--- config.mk ---
export PLATFORM = sky130hd
export DESIGN_NAME = acc_core
export DESIGN_NICKNAME = d
export VERILOG_FILES = /design/src/rtl/acc_core_pkg.sv /design/src/rtl/acc_core_ctrl.sv /design/src/rtl/acc_core_dpath.sv /design/src/rtl/acc_core_refcnt.sv /design/src/rtl/acc_core.sv
export SDC_FILE = /design/constraint.sdc
export NUM_CORES = 1
export LEC_CHECK = 0
export ABC_AREA = 1
export BUFFER_PORTS_ARGS = -buffer_cell sky130_fd_sc_hd__buf_2
export CAP_MARGIN = 0
export CORE_UTILIZATION = 60
export DETAILED_ROUTE_END_ITERATION = 8
export PLACE_DENSITY = 0.81
export SLEW_MARGIN = 20
export SYNTH_ARGS = -nofsm -noshare
export SYNTH_HDL_FRONTEND = slang
export SYNTH_SLANG_ARGS = --single-unit
export TNS_END_PERCENT = 5
--- constraint.sdc ---
create_clock -name clk -period 11.9 [get_ports clk]
set_input_delay 2.38 -clock clk [delete_from_list [all_inputs] [get_ports clk]]
set_output_delay 2.38 -clock clk [all_outputs]
set_load 0.05 [all_outputs]
--- src/rtl/acc_core_pkg.sv ---
package acc_core_pkg;

   localparam int OP_W = 5;

   typedef enum logic [OP_W-1:0] {
      OPC_LOAD  = 5'd1,
      OPC_STORE = 5'd2,
      OPC_ADD   = 5'd3,
      OPC_SUB   = 5'd4,
      OPC_MUL   = 5'd5,
      OPC_HALT  = 5'd31
   } opcode_t;

   typedef enum logic [1:0] {
      ST_FETCH = 2'd0,
      ST_EXEC  = 2'd1,
      ST_WB    = 2'd2,
      ST_HALT  = 2'd3
   } seq_state_t;

   function automatic logic reads_memory(input logic [OP_W-1:0] op);
      return (op == OPC_LOAD) || (op == OPC_ADD) ||
             (op == OPC_SUB)  || (op == OPC_MUL);
   endfunction

endpackage

--- src/rtl/acc_core_ctrl.sv ---
module acc_core_ctrl
   import acc_core_pkg::*;
#(
   parameter int ADDR_W = 15
) (
   input  logic                   clk,
   input  logic                   rst,
   input  logic [OP_W+ADDR_W-1:0] instr,
   output logic [ADDR_W-1:0]      pc,
   output logic [OP_W-1:0]        op,
   output logic [ADDR_W-1:0]      opnd_addr,
   output logic                   mem_rd,
   output logic                   mem_wr,
   output logic                   acc_we,
   output logic                   halted
);

   localparam int INSTR_W = OP_W + ADDR_W;

   seq_state_t              state;
   logic [INSTR_W-1:0]      ir;
   logic [ADDR_W-1:0]       pc_next;

   assign op        = ir[INSTR_W-1 -: OP_W];
   assign opnd_addr = ir[ADDR_W-1:0];
   assign pc_next   = pc + ADDR_W'(1);

   always_ff @(posedge clk) begin
      if (rst) begin
         state <= ST_FETCH;
         pc    <= '0;
         ir    <= '0;
      end else begin
         unique case (state)
            ST_FETCH: begin
               ir    <= instr;
               state <= ST_EXEC;
            end
            ST_EXEC: begin
               if (op == OPC_HALT) begin
                  state <= ST_HALT;
               end else if (reads_memory(op)) begin
                  state <= ST_WB;
               end else begin
                  pc    <= pc_next;
                  state <= ST_FETCH;
               end
            end
            ST_WB: begin
               pc    <= pc_next;
               state <= ST_FETCH;
            end
            ST_HALT: state <= ST_HALT;
            default: state <= ST_FETCH;
         endcase
      end
   end

   always_comb begin
      mem_rd = (state == ST_EXEC) && reads_memory(op);
      mem_wr = (state == ST_EXEC) && (op == OPC_STORE);
      acc_we = (state == ST_WB);
      halted = (state == ST_HALT);
   end

   // read and write never share a cycle
   a_r11_rd_wr_exclusive: assert property (@(posedge clk) disable iff (rst)
      !(mem_rd && mem_wr));

   // halted state holds and the program counter freezes
   a_r9_halt_sticky: assert property (@(posedge clk) disable iff (rst)
      halted |=> (halted && $stable(pc)));

   // no memory traffic once halted
   a_r9_quiet_when_halted: assert property (@(posedge clk) disable iff (rst)
      halted |-> (!mem_rd && !mem_wr));

   // completion of a read-type instruction steps the program counter
   a_r10_pc_step: assert property (@(posedge clk) disable iff (rst)
      acc_we |=> (pc == ADDR_W'($past(pc) + 1'b1)));

endmodule

--- src/rtl/acc_core_dpath.sv ---
module acc_core_dpath
   import acc_core_pkg::*;
#(
   parameter int DATA_W = 16
) (
   input  logic              clk,
   input  logic              rst,
   input  logic [OP_W-1:0]   op,
   input  logic              acc_we,
   input  logic [DATA_W-1:0] opnd,
   output logic [DATA_W-1:0] acc
);

   localparam int PROD_W = 2 * DATA_W;

   logic [PROD_W-1:0] product;
   logic [DATA_W-1:0] result;

   assign product = PROD_W'(acc) * PROD_W'(opnd);

   always_comb begin
      unique case (op)
         OPC_LOAD: result = opnd;
         OPC_ADD:  result = acc + opnd;
         OPC_SUB:  result = acc - opnd;
         OPC_MUL:  result = product[DATA_W-1:0];
         default:  result = acc;
      endcase
   end

   always_ff @(posedge clk) begin
      if (rst)         acc <= '0;
      else if (acc_we) acc <= result;
   end

   // the accumulator moves only on a write-back cycle
   a_r4_acc_held: assert property (@(posedge clk) disable iff (rst)
      !acc_we |=> $stable(acc));

endmodule

--- src/rtl/acc_core_refcnt.sv ---
module acc_core_refcnt #(
   parameter int CNT_W    = 16,
   parameter bit SATURATE = 1'b0
) (
   input  logic             clk,
   input  logic             rst,
   input  logic             hit,
   output logic [CNT_W-1:0] count
);

   localparam logic [CNT_W-1:0] CNT_MAX = '1;

   generate
      if (SATURATE) begin : g_sat
         always_ff @(posedge clk) begin
            if (rst)                         count <= '0;
            else if (hit && count != CNT_MAX) count <= count + CNT_W'(1);
         end
      end else begin : g_wrap
         always_ff @(posedge clk) begin
            if (rst)      count <= '0;
            else if (hit) count <= count + CNT_W'(1);
         end

         // each reference adds exactly one
         a_r8_count_step: assert property (@(posedge clk) disable iff (rst)
            hit |=> (count == CNT_W'($past(count) + 1'b1)));
      end
   endgenerate

   // no reference, no change
   a_r8_count_idle: assert property (@(posedge clk) disable iff (rst)
      !hit |=> $stable(count));

endmodule

--- src/rtl/acc_core.sv ---
module acc_core
   import acc_core_pkg::*;
#(
   parameter int ADDR_W    = 15,
   parameter int DATA_W    = 16,
   parameter int CNT_W     = 16,
   parameter bit CNT_SAT   = 1'b0
) (
   input  logic                   clk,
   input  logic                   rst,
   output logic [ADDR_W-1:0]      imem_addr,
   input  logic [OP_W+ADDR_W-1:0] imem_data,
   output logic [ADDR_W-1:0]      dmem_addr,
   output logic                   dmem_rd,
   output logic                   dmem_wr,
   output logic [DATA_W-1:0]      dmem_wdata,
   input  logic [DATA_W-1:0]      dmem_rdata,
   output logic [DATA_W-1:0]      acc_out,
   output logic [CNT_W-1:0]       ref_count,
   output logic                   done
);

   generate
      if (ADDR_W < 1 || DATA_W < 2 || CNT_W < 1) begin : g_bad_cfg
         $error("acc_core: widths out of range");
      end
   endgenerate

   logic [OP_W-1:0] op;
   logic            acc_we;

   acc_core_ctrl #(.ADDR_W(ADDR_W)) u_ctrl (
      .clk       (clk),
      .rst       (rst),
      .instr     (imem_data),
      .pc        (imem_addr),
      .op        (op),
      .opnd_addr (dmem_addr),
      .mem_rd    (dmem_rd),
      .mem_wr    (dmem_wr),
      .acc_we    (acc_we),
      .halted    (done)
   );

   acc_core_dpath #(.DATA_W(DATA_W)) u_dpath (
      .clk    (clk),
      .rst    (rst),
      .op     (op),
      .acc_we (acc_we),
      .opnd   (dmem_rdata),
      .acc    (acc_out)
   );

   acc_core_refcnt #(.CNT_W(CNT_W), .SATURATE(CNT_SAT)) u_refcnt (
      .clk   (clk),
      .rst   (rst),
      .hit   (dmem_rd | dmem_wr),
      .count (ref_count)
   );

   assign dmem_wdata = acc_out;

   // a store never disturbs the accumulator in the following cycle
   a_r4_store_keeps_acc: assert property (@(posedge clk) disable iff (rst)
      dmem_wr |=> $stable(acc_out));

   // counter frozen after halt
   a_r9_count_frozen: assert property (@(posedge clk) disable iff (rst)
      done |=> $stable(ref_count));

endmodule

==> PnR_summary.wiki <==
{| class="wikitable"
! Metric !! Value
|-
| Wire length of the first global-routing pass || 37000 µm
|-
| Cell accounting for the most synthesized area || sky130_fd_sc_hd__fa_1
|-
| Wire length after detailed routing || 22700 µm
|-
| Endpoint of the most critical register-to-register path || u_dpath.acc[14]
|-
| Clock tree from TritonCTS || yes
|-
| Crit-path max FO || 17
|-
| Number of pins exceeding their max-slew limit in the final report || 0
|-
| Register area share after synthesis || 15.9%
|-
| Die footprint || 15000 µm²
|-
| Fin nets || 1545
|-
| Library cell used as clock root buffer || sky130_fd_sc_hd__clkbuf_16
|-
| Filler cells || 1242
|-
| Estimated wirelength of the detail-placed design || 16700 µm
|-
| Number of clock sinks || 69
|-
| Most repeated library cell on the critical path || sky130_fd_sc_hd__fa_1
|-
| CP Capture Point || u_dpath.acc[14]
|-
| ANT nets after route || 0
|-
| Share of cells above drive strength 1 || 13.5%
|-
| Max Fclk || 135 MHz
|-
| Net count of the mapped netlist || 1474
|-
| Arrival time worst endpoint || 7.65 ns
|-
| Total leakage power || 5.52 nW
|-
| Count of different cell masters after synthesis || 48
|-
| Iteration count of the initial detailed-routing pass || 6
|-
| Unrepaired setup endpoints after global routing || no
|-
| Most frequent cells in the layout || sky130_fd_sc_hd__inv_1, sky130_fd_sc_hd__nand2_1, sky130_fd_sc_hd__buf_2
|-
| Horiz. Die Dim || 122 µm
|-
| Vias per inst || 5.31
|-
| Gate Count Post-Synth || 1287
|-
| Quantity of I/O buffers inserted on ports || 118
|-
| Pin count of the biggest net entering global routing || 51
|-
| Clock skew || 0.0123 ns
|-
| Portion of the clock cycle consumed by the worst path in the final layout || 62.3%
|-
| Clk_lat worst skew || 0.34 ns
|-
| Kind of start point of the critical path || primary input
|-
| # hold bufs at CTS || 0
|-
| Starting density of the core || 62.2%
|-
| Worst vdd ir || 0.0907 mV
|-
| H-tree levels || 3
|-
| Reg-to-reg critical path startpoint || u_dpath.acc[8]
|-
| Worst rel slew slack || 27.3%
|-
| Remaining Overflow, GRT || 0
|-
| Endpoint kind of the worst setup timing path || flip-flop
|-
| Data required time at the worst endpoint || 12.13 ns
|-
| Number of register bits inferred by synthesis || 69
|-
| Min Clock Period, post-route || 7.42 ns
|-
| Result of the run || completed
|-
| Biggest cell delay along the critical path || 0.59 ns
|-
| EDFF count, synth || 0
|-
| Detailed-route wire length per cell || 14.7 µm
|-
| Count of buffers added by post-CTS timing repair for setup || 0
|-
| Chain of cells forming the critical path || buf_2, nand2_1, fa_1, fa_1, fa_1, fa_1, inv_1, fa_1, inv_1, fa_1, inv_1, ha_1, a21oi_1, o21a_1, nand3_1, nand2_1, nand2_1, a21oi_1, a21oi_1, o21ai_0, nand3_1, nand2_1, inv_1
|-
| Hold path startpoint || u_refcnt.count[15]
|-
| Ys Warns || 0
|-
| Post-CTS resize count || 0
|-
| Core Region || 14000 µm²
|-
| Hold violation count in the final report || 0
|-
| R2R setup slack || 6.11 ns
|-
| Mean Syn Cell Area || 6.76 µm²
|-
| # setup viols final || 0
|-
| Post-layout power || 698 µW
|-
| Path type of the worst min-delay path || reg -> reg
|-
| Leading register cell type out of synthesis || sky130_fd_sc_hd__dfxtp_1
|-
| Most area-consuming cells after synthesis || sky130_fd_sc_hd__fa_1, sky130_fd_sc_hd__dfxtp_1, sky130_fd_sc_hd__inv_1
|-
| Number of CTS-inserted buffers || 9
|-
| Clock transition at path regs || 0.06 ns
|-
| Fraction of registers with async set/reset || 0%
|-
| Worst Max-Slew Pin Slew || 1.09 ns
|-
| Type of the worst setup path || in -> reg
|-
| Total via count in the routed design || 8199
|-
| 1st-iter DRT viols || 582
|-
| Setup ws final || 4.48 ns
|-
| Number of placement rows || 43
|-
| Pwr/cell area || 73.3 nW/µm²
|-
| GRT Overall Usage || 31.7%
|-
| Most common cell after layout, fill and taps aside || sky130_fd_sc_hd__inv_1
|-
| Clock tree buffer depth || 2
|-
| Summed instance area of the synthesized netlist || 8700 µm²
|-
| Setup TNS Final || 0 ns
|-
| Layout overhead on the synthesized area || 9.42%
|-
| Post-placement setup slack || 4.25 ns
|-
| Fraction of synthesized cell area taken by the top area cell type || 18.6%
|-
| Placer congestion estimate || 0.934
|-
| Origin of the worst setup path || dmem_rdata[3]
|-
| Number of antenna violations at the first check in global routing || 1
|-
| Maximum Capacitance Violations || 0
|-
| Highest-delay cell along the critical path || sky130_fd_sc_hd__fa_1
|-
| Layout Utilization || 68.1%
|-
| Number of global-route vias before repair || 7838
|-
| Die Y-Extent || 122 µm
|-
| Top-level port count || 119
|-
| Number of DRC violations after detailed routing || 0
|-
| Worst-case reg-to-reg path depth || 22
|}
-- sequential cells by signal (all words and copies together), names as in the netlist --
register / flops
u_ctrl.ir: 20
u_ctrl.pc: 15
u_refcnt.count: 16
u_dpath.acc: 16
u_ctrl.state: 2
-- cell usage after synthesis (9+ instances only) --
library cell / instances
sky130_fd_sc_hd__a21oi_1: 79
sky130_fd_sc_hd__a31oi_1: 9
sky130_fd_sc_hd__buf_2: 9
sky130_fd_sc_hd__buf_4: 17
sky130_fd_sc_hd__clkbuf_1: 31
sky130_fd_sc_hd__dfxtp_1: 69
sky130_fd_sc_hd__fa_1: 81
sky130_fd_sc_hd__ha_1: 68
sky130_fd_sc_hd__inv_1: 295
sky130_fd_sc_hd__nand2_1: 291
sky130_fd_sc_hd__nand3_1: 43
sky130_fd_sc_hd__nand4_1: 9
sky130_fd_sc_hd__nor2_1: 87
sky130_fd_sc_hd__nor2_2: 9
sky130_fd_sc_hd__nor3_1: 17
sky130_fd_sc_hd__o21ai_0: 70
sky130_fd_sc_hd__xor2_1: 15
-- worst max-delay path: cells and delay by family --
kind,cells,cell delay [ns]
adder cells (fa/ha/maj),7,3.44
AO/OA/AOI/OAI,5,0.65
AND/OR/NAND/NOR,6,0.59
buffers and inverters,5,0.57
-- stage by stage --
step / cells / hold WS (ns) / cell area (µm²)
floorplan: 1287 / 0.477 / 8700
global placement: 1527 / 0.455 / 9220
detailed placement: 1527 / 0.467 / 9220
CTS: 1543 / 0.478 / 9520
global route: 1544 / 0.503 / 9520
finish: 1544 / 0.475 / 9520
-- final cells by class --
class	instances	area (µm²)	area share, %
clock buffer	9	225	2.37
antenna	1	2.50	0.0263
timing repair buffer	121	613	6.44
clock inverter	7	73.8	0.775
multi-input combinational	855	5870	61.6
sequential	69	1380	14.5
tap	180	225	2.37
inverter	302	1130	11.9
-- where the power goes --
part,switching [mW],internal (mW),total (mW)
registers,0.0102,0.241,0.252
logic,0.125,0.0481,0.173
clock network,0.110,0.163,0.273
total,0.245,0.453,0.698
-- worst min path at each step --
stage	slack, ns	end	cells past startpoint
2_1_floorplan	0.48	u_ctrl.ir[17]	2
3_3_place_gp	0.46	u_refcnt.count[15]	2
3_5_place_dp	0.47	u_refcnt.count[15]	2
4_1_cts	0.48	u_refcnt.count[15]	2
5_1_grt	0.50	u_refcnt.count[15]	2
6_report	0.47	u_refcnt.count[15]	2
-- cells by family after synthesis --
family | count (synthesis) | synth area share, %
AND/OR/NAND/NOR | 496 | 25.0
buffers and inverters | 363 | 16.7
AO/OA/AOI/OAI | 188 | 11.7
adder cells (fa/ha/maj) | 149 | 28.4
flip-flops | 69 | 15.9
XOR/XNOR | 22 | 2.21
-- routing by layer --
layer	vias up	GRT usage [%]	routed length (µm)
li1	4052	-	-
met4	0	8.92	478
met5	-	0	0
met3	46	5.76	2000
met1	3757	42.2	9790
met2	344	52.5	10400
Power figures use the tool's default switching activity.
